==> src/rtl/dlf_pkg.sv <==
package dlf_pkg;

    typedef enum logic [3:0] {
        S_WAIT,
        S_INSTR_REQ,
        S_INSTR_DEC,
        S_ADDR_LO,
        S_ADDR_HI,
        S_TXT_CODE,
        S_TXT_GLYPH,
        S_HOLD
    } seq_state_e;

    typedef enum logic [1:0] {
        K_BLANK,
        K_TEXT,
        K_JUMP
    } instr_kind_e;

    typedef struct packed {
        instr_kind_e kind;
        logic        wait_vb;
        logic        load_addr;
        logic [2:0]  last_row;
    } instr_dec_t;

endpackage

==> src/rtl/dlf_regs.sv <==
module dlf_regs #(
    parameter int DATA_W  = 8,
    parameter int ADDR_W  = 16,
    parameter int DMA_BIT = 5
) (
    input  logic              clk,
    input  logic              rst_n,
    input  logic              reg_we,
    input  logic [1:0]        reg_sel,
    input  logic [DATA_W-1:0] reg_wdata,
    output logic              dma_en,
    output logic [ADDR_W-1:0] list_base,
    output logic [DATA_W-1:0] char_page
);
    localparam logic [1:0] SEL_CTRL = 2'd0;
    localparam logic [1:0] SEL_LO   = 2'd1;
    localparam logic [1:0] SEL_HI   = 2'd2;
    localparam logic [1:0] SEL_PAGE = 2'd3;

    typedef struct packed {
        logic              dma;
        logic [ADDR_W-1:0] base;
        logic [DATA_W-1:0] page;
    } regs_t;

    regs_t r_q, r_d;

    always_comb begin
        r_d = r_q;
        if (reg_we) begin
            unique case (reg_sel)
                SEL_CTRL: r_d.dma = reg_wdata[DMA_BIT];
                SEL_LO:   r_d.base[DATA_W-1:0] = reg_wdata;
                SEL_HI:   r_d.base[ADDR_W-1:DATA_W] = reg_wdata[ADDR_W-DATA_W-1:0];
                SEL_PAGE: r_d.page = reg_wdata;
                default:  r_d = r_q;
            endcase
        end
    end

    always_ff @(posedge clk) begin
        if (!rst_n) r_q <= '0;
        else        r_q <= r_d;
    end

    assign dma_en    = r_q.dma;
    assign list_base = r_q.base;
    assign char_page = r_q.page;

    // a low pointer byte write lands in the pointer on the next cycle
    p_lo_write_r7: assert property (@(posedge clk) disable iff (!rst_n)
        (reg_we && reg_sel == SEL_LO) |=> (list_base[DATA_W-1:0] == $past(reg_wdata)));

    // the enable follows bit 5 of a control write
    p_ctrl_write_r8: assert property (@(posedge clk) disable iff (!rst_n)
        (reg_we && reg_sel == SEL_CTRL) |=> (dma_en == $past(reg_wdata[DMA_BIT])));

endmodule

==> src/rtl/dlf_decode.sv <==
module dlf_decode
    import dlf_pkg::*;
#(
    parameter int TEXT_ROWS = 8
) (
    input  logic [6:0] op,
    output instr_dec_t dec
);
    localparam logic [2:0] TEXT_LAST = 3'(TEXT_ROWS - 1);

    always_comb begin
        dec           = '0;
        dec.kind      = K_BLANK;
        unique case (op[3:0])
            4'h0: dec.last_row = op[6:4];
            4'h1: begin
                dec.kind      = K_JUMP;
                dec.wait_vb   = op[6];
                dec.load_addr = 1'b1;
            end
            4'h2: begin
                dec.kind      = K_TEXT;
                dec.load_addr = op[6];
                dec.last_row  = TEXT_LAST;
            end
            default: dec.last_row = 3'd0;
        endcase
    end

    // every jump form carries an address
    always_comb begin
        if (op[3:0] == 4'h1) a_jump_addr_r10: assert (dec.load_addr);
    end

endmodule

==> src/rtl/dlf_seq.sv <==
module dlf_seq
    import dlf_pkg::*;
#(
    parameter int ADDR_W = 16,
    parameter int DATA_W = 8,
    parameter int COLS   = 40,
    parameter int CODE_W = 7
) (
    input  logic              clk,
    input  logic              rst_n,
    input  logic              frame_start_i,
    input  logic              line_strobe_i,
    input  logic              dma_en_i,
    input  logic [ADDR_W-1:0] list_base_i,
    input  logic [DATA_W-1:0] char_page_i,
    input  instr_dec_t        dec_i,
    output logic              mem_req_o,
    output logic [ADDR_W-1:0] mem_addr_o,
    input  logic [DATA_W-1:0] mem_rdata_i,
    output logic [DATA_W-1:0] pix_byte_o,
    output logic              pix_valid_o,
    output logic              blank_line_o
);
    localparam int COL_W = $clog2(COLS);
    localparam logic [COL_W-1:0] COL_LAST = COL_W'(COLS - 1);

    typedef struct packed {
        seq_state_e        st;
        logic [ADDR_W-1:0] dl_ptr;
        logic [ADDR_W-1:0] scr_ptr;
        logic [DATA_W-1:0] addr_lo;
        instr_dec_t        cur;
        logic              active;
        logic [2:0]        row;
        logic [COL_W-1:0]  col;
        logic              glyph_pend;
        logic [DATA_W-1:0] pix;
        logic              pix_vld;
        logic              blank;
    } seq_t;

    seq_t q, n;
    logic line_go;
    logic [ADDR_W-1:0] jump_addr;
    logic [ADDR_W-1:0] glyph_addr;

    assign line_go    = line_strobe_i && dma_en_i && !frame_start_i;
    assign jump_addr  = {mem_rdata_i[ADDR_W-DATA_W-1:0], q.addr_lo};
    assign glyph_addr = {char_page_i, {(ADDR_W-DATA_W){1'b0}}}
                      + ADDR_W'({mem_rdata_i[CODE_W-1:0], 3'b000})
                      + ADDR_W'(q.row);

    always_comb begin
        n            = q;
        n.glyph_pend = 1'b0;
        n.pix_vld    = q.glyph_pend;
        n.blank      = 1'b0;
        if (q.glyph_pend) n.pix = mem_rdata_i;
        mem_req_o    = 1'b0;
        mem_addr_o   = '0;

        unique case (q.st)
            S_WAIT: begin
                if (line_go) begin
                    if (!q.active) begin
                        n.st = S_INSTR_REQ;
                    end else if (q.cur.kind == K_TEXT) begin
                        n.col = '0;
                        n.st  = S_TXT_CODE;
                    end else begin
                        n.blank = 1'b1;
                        if (q.row == q.cur.last_row) n.active = 1'b0;
                        else                         n.row    = q.row + 3'd1;
                    end
                end
            end
            S_INSTR_REQ: begin
                mem_req_o  = 1'b1;
                mem_addr_o = q.dl_ptr;
                n.dl_ptr   = q.dl_ptr + 1'b1;
                n.st       = S_INSTR_DEC;
            end
            S_INSTR_DEC: begin
                n.cur    = dec_i;
                n.active = 1'b1;
                n.row    = 3'd0;
                if (dec_i.load_addr) begin
                    mem_req_o  = 1'b1;
                    mem_addr_o = q.dl_ptr;
                    n.dl_ptr   = q.dl_ptr + 1'b1;
                    n.st       = S_ADDR_LO;
                end else if (dec_i.kind == K_TEXT) begin
                    n.col = '0;
                    n.st  = S_TXT_CODE;
                end else begin
                    n.blank = 1'b1;
                    n.st    = S_WAIT;
                    if (dec_i.last_row == 3'd0) n.active = 1'b0;
                    else                        n.row    = 3'd1;
                end
            end
            S_ADDR_LO: begin
                n.addr_lo  = mem_rdata_i;
                mem_req_o  = 1'b1;
                mem_addr_o = q.dl_ptr;
                n.dl_ptr   = q.dl_ptr + 1'b1;
                n.st       = S_ADDR_HI;
            end
            S_ADDR_HI: begin
                if (q.cur.kind == K_JUMP) begin
                    n.dl_ptr = jump_addr;
                    n.active = 1'b0;
                    n.st     = q.cur.wait_vb ? S_HOLD : S_INSTR_REQ;
                end else begin
                    n.scr_ptr = jump_addr;
                    n.col     = '0;
                    n.st      = S_TXT_CODE;
                end
            end
            S_TXT_CODE: begin
                mem_req_o  = 1'b1;
                mem_addr_o = q.scr_ptr + ADDR_W'(q.col);
                n.st       = S_TXT_GLYPH;
            end
            S_TXT_GLYPH: begin
                mem_req_o    = 1'b1;
                mem_addr_o   = glyph_addr;
                n.glyph_pend = 1'b1;
                if (q.col == COL_LAST) begin
                    n.st = S_WAIT;
                    if (q.row == q.cur.last_row) begin
                        n.active  = 1'b0;
                        n.scr_ptr = q.scr_ptr + ADDR_W'(COLS);
                    end else begin
                        n.row = q.row + 3'd1;
                    end
                end else begin
                    n.col = q.col + 1'b1;
                    n.st  = S_TXT_CODE;
                end
            end
            S_HOLD: n.st = S_HOLD;
            default: n.st = S_WAIT;
        endcase

        if (!dma_en_i) n.st = S_WAIT;

        if (frame_start_i) begin
            n.st     = S_WAIT;
            n.dl_ptr = list_base_i;
            n.active = 1'b0;
            n.row    = 3'd0;
        end
    end

    always_ff @(posedge clk) begin
        if (!rst_n) q <= '0;
        else        q <= n;
    end

    assign pix_byte_o   = q.pix;
    assign pix_valid_o  = q.pix_vld;
    assign blank_line_o = q.blank;

    // with DMA off no read is issued on the following cycle
    p_dma_gate_r8: assert property (@(posedge clk) disable iff (!rst_n)
        !dma_en_i |=> !mem_req_o);

    // a scanline strobe during the hold causes no read
    p_hold_quiet_r6: assert property (@(posedge clk) disable iff (!rst_n)
        (q.st == S_HOLD && line_strobe_i && !frame_start_i) |=> !mem_req_o);

    // each pattern byte comes from a read two cycles earlier
    p_pix_source_r3: assert property (@(posedge clk) disable iff (!rst_n)
        pix_valid_o |-> $past(mem_req_o, 2));

    // a blank pulse never overlaps a pattern byte
    p_blank_excl_r2: assert property (@(posedge clk) disable iff (!rst_n)
        !(pix_valid_o && blank_line_o));

    // after a frame start the block sits idle for a cycle
    p_frame_idle_r7: assert property (@(posedge clk) disable iff (!rst_n)
        frame_start_i |=> !mem_req_o);

endmodule

==> src/rtl/dlist_text_fetch.sv <==
module dlist_text_fetch
    import dlf_pkg::*;
#(
    parameter int ADDR_W    = 16,
    parameter int DATA_W    = 8,
    parameter int COLS      = 40,
    parameter int TEXT_ROWS = 8
) (
    input  logic              clk,
    input  logic              rst_n,
    input  logic              reg_we,
    input  logic [1:0]        reg_sel,
    input  logic [DATA_W-1:0] reg_wdata,
    input  logic              frame_start,
    input  logic              line_strobe,
    output logic              mem_req,
    output logic [ADDR_W-1:0] mem_addr,
    input  logic [DATA_W-1:0] mem_rdata,
    output logic [DATA_W-1:0] pix_byte,
    output logic              pix_valid,
    output logic              blank_line
);
    logic              dma_en;
    logic [ADDR_W-1:0] list_base;
    logic [DATA_W-1:0] char_page;
    instr_dec_t        dec;

    dlf_regs #(
        .DATA_W (DATA_W),
        .ADDR_W (ADDR_W)
    ) u_regs (
        .clk       (clk),
        .rst_n     (rst_n),
        .reg_we    (reg_we),
        .reg_sel   (reg_sel),
        .reg_wdata (reg_wdata),
        .dma_en    (dma_en),
        .list_base (list_base),
        .char_page (char_page)
    );

    dlf_decode #(
        .TEXT_ROWS (TEXT_ROWS)
    ) u_dec (
        .op  (mem_rdata[6:0]),
        .dec (dec)
    );

    dlf_seq #(
        .ADDR_W (ADDR_W),
        .DATA_W (DATA_W),
        .COLS   (COLS)
    ) u_seq (
        .clk           (clk),
        .rst_n         (rst_n),
        .frame_start_i (frame_start),
        .line_strobe_i (line_strobe),
        .dma_en_i      (dma_en),
        .list_base_i   (list_base),
        .char_page_i   (char_page),
        .dec_i         (dec),
        .mem_req_o     (mem_req),
        .mem_addr_o    (mem_addr),
        .mem_rdata_i   (mem_rdata),
        .pix_byte_o    (pix_byte),
        .pix_valid_o   (pix_valid),
        .blank_line_o  (blank_line)
    );

endmodule

==> config.mk <==
export PLATFORM = sky130hd
export DESIGN_NAME = dlist_text_fetch
export DESIGN_NICKNAME = d
export VERILOG_FILES = /design/src/rtl/dlf_pkg.sv /design/src/rtl/dlf_regs.sv /design/src/rtl/dlf_decode.sv /design/src/rtl/dlf_seq.sv /design/src/rtl/dlist_text_fetch.sv
export SDC_FILE = /design/constraint.sdc
export NUM_CORES = 1
export LEC_CHECK = 0
export BUFFER_PORTS_ARGS = -buffer_cell sky130_fd_sc_hd__clkbuf_2
export CORE_AREA = 8 8 112 114
export CTS_CLUSTER_DIAMETER = 60
export CTS_CLUSTER_SIZE = 25
export DETAILED_ROUTE_END_ITERATION = 10
export DIE_AREA = 0 0 120 122
export HOLD_SLACK_MARGIN = 0.02
export PLACE_DENSITY = 0.79
export SLEW_MARGIN = 15
export SYNTH_ARGS = -nofsm -noshare
export SYNTH_HDL_FRONTEND = slang
export SYNTH_HIERARCHICAL = 1
export SYNTH_SLANG_ARGS = --single-unit
==> constraint.sdc <==
create_clock -name clk -period 2.5 [get_ports clk]
set_input_delay 0.5 -clock clk [delete_from_list [all_inputs] [get_ports clk]]
set_output_delay 0.5 -clock clk [all_outputs]
set_load 0.05 [all_outputs]
==> results.yml <==
run_status:
  status: "complete, but fails checks"
  violations: "negative setup slack"
cells_and_area:
  post-route-util_pct: 65.73
  drive_above_1_share_pct: 23.27
  syn2layout_area_growth_pct: 23.71
  num_antenna_cells: 0
  fin_nets: 814
floorplan:
  core_area_um2: 10700
  num_io_pins: 50
  num_rows: 38
  dieArea_um2: 14640
  die_h_um: 122
  start_util_pct: 53.13
  die_w_um: 120
power:
  peakVddDrop_v: 0.0004187
  p_per_area_nw_per_um2: 390.5
  leakage_nw: 2.626
  seqPwrFrac_pct: 56.7
  combinationalPowerShare_pct: 7.9
  p_sw_mw: 0.7122
  p_clk_share_pct: 35.4
  p_int_mw: 2.034
  switching_share_pct: 25.94
yosys:
  syn_area_um2: 5684
  ys_seq_area_share_pct: 33.46
  synth_seq_cells: 95
  yosys.area.top_type: "dfxtp_1"
  ys_top_cells_by_area: "dfxtp_1 33%, mux2i_1 8.1%, nand2_1 5.7%"
  synthTopCellsByCount: "95 x dfxtp_1, 87 x nand2_1, 69 x nor2_1, 52 x a21oi_1, 48 x o21ai_0"
  avgSynthCellArea_um2: 7.983
  yosysMostFrequentCell: "dfxtp_1"
  synth_edf_count: 0
  synth_top_area_share_pct: 33.46
  netlist_instances: 712
  synthArstFlopShare_pct: 0
  ys_types: 73
  ys_warn_count: 6
  synth-main-ff-cell: "dfxtp_1"
  synthesis.nets: 749
placed_design:
  io_buffers: 49
  dp.final_hpwl_um: 12510
  pre_cts_slack_ns: -0.1583
  routabilityCongestion: 0.9417
critical_path:
  crit_family: "compound AO/OA/AOI/OAI gates"
  worstPathCellList: "ha_4 > inv_2 > fa_2 > nor2b_4 > o31a_1 > o21ai_4 > a211oi_4 > xnor2_2 > o21ai_4 > buf_12"
  critPathKind: "reg -> out"
  critPathCaptureType: "primary output"
  crit_fanout: 5
  cp_common_cell: "o21ai_4"
  crit_arrival_ns: 2.44
  start_kind: "register"
  crit_buf_inv: 2
  cp-startpoint: "u_seq/q[11]$_SDFFE_PN0P_"
  crit_required_ns: 2.00
  slowest_delay_ns: 0.37
  slowest_stage: "dfxtp_2"
  r2r-start: "u_seq/q[68]$_SDFFE_PP0P_"
clock_tree:
  clock-root-buffer: "clkbuf_8"
  cts_tree: "yes"
  ctsHoldBuffers: 0
  cts_buffers: 9
  cts_num_sinks: 95
  clkTransAtPathRegs_ns: 0.10
  cts-htree-levels: 3
  worstSkewPairLatency_ns: 0.37
  cts_max_path_buffers: 2
global_route:
  grt_pass1_wl_um: 27300
  antenna_found_initial: 1
  overflow: 0
  first_global_vias: 5494
  track_usage_pct: 22.97
  grt_max_degree: 41
route:
  ant_nets: 0
  drt_first_pass_iters: 5
  via_count: 5830
  wl_per_cell_um: 18.77
  drt-total-wl_um: 17310
  viasPerCell: 6.323
  post-route-drc-count: 0
  drt_iter0_drc: 540
timing:
  max_freq_mhz: 339.7
  hold_violations: 0
  rsz0062_at_grt: "true"
  clock_skew_ns: 0.007367
  setup_violations: 13
  setup_ws_ns: -0.4439
  tightest_slew_ns: 0.9674
  report.final.slew_viol_count: 0
  max-slew-margin-rel_pct: 35.27
  fin_crit_sh_pct: 117.8
  fin_crit_ns: 2.944
min_path:
  worstHoldStart: "reg_wdata[6]"
  hp-class: "in -> reg"
job:
  maxCapViolCount: 0
[power groups by stage]
stage | combinational [mW] | clock (mW) | sequential, mW
6_report | 0.217 | 0.971 | 1.56
4_1_cts | 0.212 | 0.975 | 1.56
5_1_grt | 0.231 | 1.04 | 1.56
2_1_floorplan | 0.118 | 0 | 1.58
3_5_place_dp | 0.208 | 0 | 1.60
3_3_place_gp | 0.200 | 0 | 1.59
[worst min-delay path, cell delays in order]
cell and delay (ns):
clkbuf_2 0.08, nand2_1 0.10, mux2i_1 0.07
[metal layers]
metal / global-route usage (%) / vias up / share of wire (%)
li1: - / 2681 / -
met1: 28.73 / 2736 / 41
met2: 37.55 / 348 / 46
met3: 4.627 / 63 / 8.7
met4: 10.62 / 2 / 3.6
met5: 0 / - / 0.081
[state kept, by name (all words and copies together), names as in the netlist]
name,flops
u_seq/pix_valid_o,1
u_seq/q,51
u_regs/dma_en,1
u_seq/n,1
u_seq/blank_line_o,1
u_regs/list_base,16
u_seq/pix_byte_o,8
u_regs/char_page,8
u_seq/jump_addr,8
[cell usage in the layout (no fill, tap or decap), types with 4 or more instances in the layout]
| cell type | count |
|---|---|
| xor2_1 | 8 |
| dfxtp_1 | 87 |
| o21ai_1 | 4 |
| inv_1 | 14 |
| xnor2_1 | 14 |
| a22oi_1 | 10 |
| dfxtp_2 | 5 |
| nand2b_1 | 4 |
| buf_12 | 19 |
| nand4_1 | 11 |
| nand2_1 | 87 |
| a221oi_1 | 4 |
| clkbuf_8 | 11 |
| o21a_1 | 6 |
| ha_1 | 7 |
| a211oi_1 | 15 |
| a21oi_1 | 51 |
| o21ai_2 | 5 |
| nor2_1 | 68 |
| nor3b_1 | 4 |
| clkbuf_2 | 32 |
| buf_4 | 57 |
| ha_4 | 4 |
| a221o_1 | 4 |
| nand3_1 | 27 |
| o21ai_4 | 7 |
| a31oi_1 | 6 |
| o21ai_0 | 35 |
| nor3_1 | 21 |
| mux2i_1 | 46 |
| and3_1 | 8 |
[cell type report]
class                   instances  area [um2]
fillers                       854        3666
flip-flops and latches         95        1919
well taps                     140       175.2
inverters                      17       63.81
clock buffers                  12       155.1
multi-input cells             544        3699
clock inverters                 4       28.78
repair buffers                110       991.0
[stage by stage]
| stage | cells | hold slack, ns | total power, mW | instance area (um2) | TNS, ns |
|---|---|---|---|---|---|
| floorplan | 712 | 0.4312 | 1.703 | 5803 | -0.03916 |
| finish | 922 | 0.4223 | 2.746 | 7032 | -4.587 |
| global placement | 899 | 0.4421 | 1.794 | 6609 | -0.2466 |
| CTS | 917 | 0.4128 | 2.745 | 6929 | -3.791 |
| global route | 922 | 0.4298 | 2.834 | 7032 | -5.850 |
| detailed placement | 899 | 0.4536 | 1.803 | 6609 | -0.9717 |
[worst paths after layout]
| kind | end | slack, ns | cells past startpoint |
|---|---|---|---|
| setup / recovery | mem_addr[14] | -0.44 | 10 |
| hold / removal | u_regs/list_base[14]$_SDFFE_PN0P_ | 0.42 | 3 |
| setup reg to reg | u_seq/q[67]$_SDFFE_PN0P_ | 0.19 | 7 |
| hold reg to reg | u_regs/list_base[14]$_SDFFE_PN0P_ | 0.47 | 2 |
[logic make-up after synthesis]
family,after synthesis,share of synthesized area [%]
XOR/XNOR,26,4.006
AND/OR/NAND/NOR,267,22.52
buffers and inverters,73,6.427
flip-flops,95,33.46
multiplexers,46,8.100
adder cells (fa/ha/maj),14,3.346
AO/OA/AOI/OAI,191,22.14
[what timing repair did]
item	4_1_cts	5_1_grt
gates resized for setup	27	13
buffers inserted	4	6
pin swaps	18	23
endpoints found under the hold margin	0	0
endpoints found under the setup margin	17	17
Note: power is estimated with default switching activity, not from simulation.
